### config.mk
export PLATFORM = sky130hd
export DESIGN_NAME = bus_rdsrc_sel
export DESIGN_NICKNAME = d
export VERILOG_FILES = /design/src/rtl/bus_rdsrc_pkg.sv /design/src/rtl/bus_rdsrc_decode.sv /design/src/rtl/bus_rdsrc_lo_lane.sv /design/src/rtl/bus_rdsrc_hi_lane.sv /design/src/rtl/bus_rdsrc_out.sv /design/src/rtl/bus_rdsrc_sel.sv
export SDC_FILE = /design/constraint.sdc
export NUM_CORES = 1
export LEC_CHECK = 0
export BUFFER_PORTS_ARGS = -buffer_cell sky130_fd_sc_hd__buf_2
export CAP_MARGIN = 20
export CORE_ASPECT_RATIO = 0.6
export CORE_MARGIN = 1
export CORE_UTILIZATION = 30
export DETAILED_ROUTE_END_ITERATION = 6
export PLACE_DENSITY_LB_ADDON = 0.3
export SYNTH_ARGS = -nofsm -noshare
export SYNTH_HDL_FRONTEND = slang
export SYNTH_HIERARCHICAL = 1
export SYNTH_SLANG_ARGS = --single-unit
### constraint.sdc
create_clock -name clk_i -period 0.8 [get_ports clk_i]
set_input_delay 0.08 -clock clk_i [delete_from_list [all_inputs] [get_ports clk_i]]
set_output_delay 0.08 -clock clk_i [all_outputs]
set_load 0.005 [all_outputs]
### src/rtl/bus_rdsrc_pkg.sv
package bus_rdsrc_pkg;

   // Lower-lane source code, indexed by {control strobe, status strobe}
   typedef enum logic [1:0] {
      LO_DATA = 2'b00,
      LO_STAT = 2'b01,
      LO_CTRL = 2'b10,
      LO_IDLE = 2'b11
   } lo_src_e;

   // Upper-lane source code
   typedef enum logic {
      HI_DATA = 1'b0,
      HI_FILL = 1'b1
   } hi_src_e;

   typedef struct packed {
      lo_src_e lo_src;
      hi_src_e hi_src;
      logic    illegal;
   } route_t;

endpackage

### src/rtl/bus_rdsrc_decode.sv
module bus_rdsrc_decode
   import bus_rdsrc_pkg::*;
(
   input  logic   sel_stat_i,
   input  logic   sel_ctrl_i,
   input  logic   sel_half_i,
   output route_t route_o
);

   logic [1:0] n_high;

   always_comb begin
      n_high = {1'b0, sel_stat_i} + {1'b0, sel_ctrl_i} + {1'b0, sel_half_i};
      route_o.illegal = (n_high > 2'd1);
      if (sel_ctrl_i && sel_stat_i) begin
         route_o.lo_src = LO_IDLE;
      end else if (sel_ctrl_i) begin
         route_o.lo_src = LO_CTRL;
      end else if (sel_stat_i) begin
         route_o.lo_src = LO_STAT;
      end else begin
         route_o.lo_src = LO_DATA;
      end
      route_o.hi_src = (sel_stat_i | sel_ctrl_i | sel_half_i) ? HI_FILL : HI_DATA;
   end

endmodule

### src/rtl/bus_rdsrc_lo_lane.sv
module bus_rdsrc_lo_lane
   import bus_rdsrc_pkg::*;
#(
   parameter int LO_W   = 8,
   parameter int CTRL_W = 6,
   parameter int CST_W  = 4,
   parameter int FST_W  = 4
) (
   input  lo_src_e           src_i,
   input  logic [LO_W-1:0]   data_lo_ni,
   input  logic [CTRL_W-1:0] ctrl_ni,
   input  logic [CST_W-1:0]  cst_ni,
   input  logic [FST_W-1:0]  fst_ni,
   output logic [LO_W-1:0]   lane_no
);

   localparam int STAT_W = CST_W + FST_W;

   logic [LO_W-1:0] ctrl_word;
   logic [LO_W-1:0] stat_word;

   // Narrow sources, padded with the inactive level
   generate
      if (CTRL_W < LO_W) begin : g_ctrl_pad
         assign ctrl_word = {{(LO_W-CTRL_W){1'b1}}, ctrl_ni};
      end else begin : g_ctrl_full
         assign ctrl_word = ctrl_ni;
      end
      if (STAT_W < LO_W) begin : g_stat_pad
         assign stat_word = {{(LO_W-STAT_W){1'b1}}, fst_ni, cst_ni};
      end else begin : g_stat_full
         assign stat_word = {fst_ni, cst_ni};
      end
   endgenerate

   // Four-to-one choice, one per bit
   generate
      for (genvar b = 0; b < LO_W; b++) begin : g_bit
         always_comb begin
            unique case (src_i)
               LO_DATA: lane_no[b] = data_lo_ni[b];
               LO_STAT: lane_no[b] = stat_word[b];
               LO_CTRL: lane_no[b] = ctrl_word[b];
               default: lane_no[b] = 1'b1;
            endcase
         end
      end
   endgenerate

endmodule

### src/rtl/bus_rdsrc_hi_lane.sv
module bus_rdsrc_hi_lane
   import bus_rdsrc_pkg::*;
#(
   parameter int HI_W = 8
) (
   input  hi_src_e         src_i,
   input  logic [HI_W-1:0] data_hi_ni,
   output logic [HI_W-1:0] lane_no
);

   generate
      for (genvar b = 0; b < HI_W; b++) begin : g_bit
         assign lane_no[b] = (src_i == HI_DATA) ? data_hi_ni[b] : 1'b1;
      end
   endgenerate

endmodule

### src/rtl/bus_rdsrc_out.sv
module bus_rdsrc_out #(
   parameter int  DATA_W  = 16,
   parameter bit  REG_OUT = 1'b1
) (
   input  logic              clk_i,
   input  logic              rst_ni,
   input  logic              load_i,
   input  logic [DATA_W-1:0] word_ni,
   input  logic              err_i,
   output logic [DATA_W-1:0] word_no,
   output logic              err_o
);

   generate
      if (REG_OUT) begin : g_reg
         logic [DATA_W-1:0] word_q;
         logic              err_q;
         always_ff @(posedge clk_i or negedge rst_ni) begin
            if (!rst_ni) begin
               word_q <= '1;
               err_q  <= 1'b0;
            end else if (load_i) begin
               word_q <= word_ni;
               err_q  <= err_i;
            end
         end
         assign word_no = word_q;
         assign err_o   = err_q;
      end else begin : g_comb
         logic unused_ok;
         assign unused_ok = clk_i ^ rst_ni ^ load_i;
         assign word_no   = word_ni;
         assign err_o     = err_i;
      end
   endgenerate

endmodule

### src/rtl/bus_rdsrc_sel.sv
module bus_rdsrc_sel
   import bus_rdsrc_pkg::*;
#(
   parameter int DATA_W  = 16,
   parameter int CTRL_W  = 6,
   parameter int CST_W   = 4,
   parameter int FST_W   = 4,
   parameter bit REG_OUT = 1'b1
) (
   input  logic              clk_i,
   input  logic              rst_ni,
   input  logic              load_i,
   input  logic              sel_stat_i,
   input  logic              sel_ctrl_i,
   input  logic              sel_half_i,
   input  logic [DATA_W-1:0] in_data_ni,
   input  logic [CTRL_W-1:0] ctrl_ni,
   input  logic [CST_W-1:0]  ctl_stat_ni,
   input  logic [FST_W-1:0]  fmt_stat_ni,
   output logic [DATA_W-1:0] rd_data_no,
   output logic              sel_err_o
);

   localparam int LO_W = DATA_W / 2;
   localparam int HI_W = DATA_W - LO_W;

   generate
      if (DATA_W < 2) begin : g_bad_width
         $error("bus_rdsrc_sel: DATA_W must be at least 2");
      end
      if (CTRL_W > LO_W) begin : g_bad_ctrl
         $error("bus_rdsrc_sel: CTRL_W exceeds the lower lane");
      end
      if (CST_W + FST_W > LO_W) begin : g_bad_stat
         $error("bus_rdsrc_sel: status bits exceed the lower lane");
      end
   endgenerate

   route_t            route;
   logic [LO_W-1:0]   lo_lane_n;
   logic [HI_W-1:0]   hi_lane_n;
   logic [DATA_W-1:0] pick_n;

   bus_rdsrc_decode u_dec (
      .sel_stat_i (sel_stat_i),
      .sel_ctrl_i (sel_ctrl_i),
      .sel_half_i (sel_half_i),
      .route_o    (route)
   );

   bus_rdsrc_lo_lane #(
      .LO_W   (LO_W),
      .CTRL_W (CTRL_W),
      .CST_W  (CST_W),
      .FST_W  (FST_W)
   ) u_lo (
      .src_i      (route.lo_src),
      .data_lo_ni (in_data_ni[LO_W-1:0]),
      .ctrl_ni    (ctrl_ni),
      .cst_ni     (ctl_stat_ni),
      .fst_ni     (fmt_stat_ni),
      .lane_no    (lo_lane_n)
   );

   bus_rdsrc_hi_lane #(
      .HI_W (HI_W)
   ) u_hi (
      .src_i      (route.hi_src),
      .data_hi_ni (in_data_ni[DATA_W-1:LO_W]),
      .lane_no    (hi_lane_n)
   );

   // Illegal selects are forced to the all-inactive word
   assign pick_n = route.illegal ? '1 : {hi_lane_n, lo_lane_n};

   bus_rdsrc_out #(
      .DATA_W  (DATA_W),
      .REG_OUT (REG_OUT)
   ) u_out (
      .clk_i   (clk_i),
      .rst_ni  (rst_ni),
      .load_i  (load_i),
      .word_ni (pick_n),
      .err_i   (route.illegal),
      .word_no (rd_data_no),
      .err_o   (sel_err_o)
   );

endmodule

==> run metrics <==
initial DRC count 7; Ys Warns 6; worst setup path start sel_half_i; total track usage 15.2%; failing checks setup timing; Post-Place Setup Slack -633 ps; asr flop ratio synth 100%; crit path time final 1100 ps; Synth Cell Area 1100 um2; final-report hold violation count 0; Starting Density 32.5%; most common cell in the netlist or2_1; die area 3920 um2; HP Start in_data_ni[9]; Max Freq 910 MHz; Pins Over Slew Limit 0; register area share after synthesis 40.5%; syn nets 122; Area growth syn-to-layout 55.6%; # rows 16; hold slack 235 ps; area of the core 3380 um2; Setup TNS -7040 ps; initial antenna violation count 0; crit path capture u_out/word_no[10]; post-route ant nets 0; Vias 875; layout cells sized above 1 77.0%; Synth area leader dfstp_2; Nets 190; clk root buf clkbuf_8; Cells after DPL 182; critical path fanouts, max 8; Worst Reg2Reg Path Length in Cells 3; Setup crit start kind input port; FF-to-FF End u_out/word_no[10]; routability cong. 0.701; Synth cell types 16; clk slew on worst S/H paths 60 ps; chip width 80.2 um; status finished with violations; Worst EP required 970 ps; CTS Buf Count 3; DRT Pass-1 Iters 2; cell count after synthesis 85; Synth area leaders dfstp_2, mux2_4, or2_1; Hold/Removal Path Class in -> reg; CTS tree built; worst vdd ir 0.738 mV; Lkg Pwr 0.777 nW; port bufs 52; crit path capture type register; slew margin rel. 73.8%; ANT cells 0; Synth Area per Inst 12.9 um2; Max Root-Sink Buffers 2; drt via density 4.44; Synth top area share 38.2%; Finished Core Util 50.6%; final clock skew 0 ps; period utilization 137%; slew at the pin with the worst max-slew slack 394 ps; chip height 48.9 um; crit path setup slack, layout -299 ps; WHS Path Cells 4; WL per Instance 14.0 um; number of clock sinks 17; largest net degree at the start of global routing 18; residual DRC count 0; R2R setup slack -150 ps; Fill cells 306; Placed Area 1440 um2; final instance area 1710 um2; top post-synthesis cells by count or2_1, dfstp_2, mux2_4; unrepaired setup endpoints after global routing yes; worst setup path class in -> reg; GRT overflow 0; Final Setup Violations 34; Tot Pwr 2.30 mW; I/O Pins 53; number of max-cap violations 0; Main synth FF type dfstp_2; DPL Wire Length 1920 um; RR Startpoint u_out/word_no[10]; H-tree depth reported by CTS 1; Post-synth EDFFs 0; final std cells w/o fill 197; vias in the first global route 909; Skew-Pair Late Insertion Delay 250 ps; Data arrival, critical path 1270 ps; Seq cells post-synth 17; Post-Route WL 2750 um; first-pass GRT wire length 4460 um; Cell Pwr Density 1340 nW/um2
==> state kept, by name, summed over array words and instances, names as in the netlist <==
register / flops
u_out/err_o: 1
u_out/word_no: 16
==> kinds of logic (layout without fill, tap and decap cells) <==
group	after synthesis	in the layout	synth area share (%)
AND/OR/NAND/NOR	28	28	15.9
multiplexers	23	23	29.0
flip-flops	17	17	40.5
AO/OA/AOI/OAI	9	11	7.39
buffers and inverters	7	72	6.03
adder cells (fa/ha/maj)	1	1	1.14
==> metal layers <==
layer / vias to the layer above / routed length, um / global-route usage, %
li1: 434 / - / -
met1: 406 / 1400 / 21.1
met2: 33 / 1130 / 22.8
met3: 2 / 203 / 5.42
met4: 0 / 12 / 2.68
met5: - / 0 / 0
==> layout make-up <==
cell class / count / area (um2) / area share, %
Clock buffer: 4 / 45.0 / 2.63
Multi-Input combinational cell: 63 / 671 / 39.2
Sequential cell: 17 / 445 / 26.0
Tap cell: 45 / 56.3 / 3.29
Timing Repair Buffer: 68 / 494 / 28.9
==> worst max-delay path, cell delays in order <==
cell    delay, ps
buf_6          90
or3_4         410
or2_1         230
or2_1         200
mux2_4        250
==> cell usage in the layout (no fill, tap or decap), drive strengths merged <==
| cell type | n |
|---|---|
| dfstp | 16 |
| nand2b | 1 |
| dfrtp | 1 |
| mux2 | 23 |
| o22a | 6 |
| ha | 1 |
| or3 | 1 |
| buf | 67 |
| clkbuf | 4 |
| a211o | 2 |
| or2 | 24 |
| nor2b | 2 |
| dlygate4sd3 | 1 |
| a21o | 3 |
==> where the power goes <==
group | leakage (nW) | switching [mW] | internal, mW
sequential | 0.181 | 0.0402 | 0.967
combinational | 0.574 | 0.228 | 0.437
clock | 0.0228 | 0.275 | 0.353
total | 0.777 | 0.543 | 1.76
==> repair_timing <==
action,CTS,global route
gates resized for setup,17,9
hold endpoints to repair,1,0
setup buffers,6,2
hold buffers,1,0
pin swaps,15,4
endpoints found under the setup margin,34,34
cloned,2,0
==> how the worst min path moves through the flow <==
stage | to | slack [ps]
floorplan | u_out/err_o | -220
global placement | u_out/err_o | 10
detailed placement | u_out/err_o | 30
CTS | u_out/word_no[9] | 230
global route | u_out/word_no[9] | 240
finish | u_out/word_no[9] | 230
No activity file was read; power rests on OpenSTA's default activity.
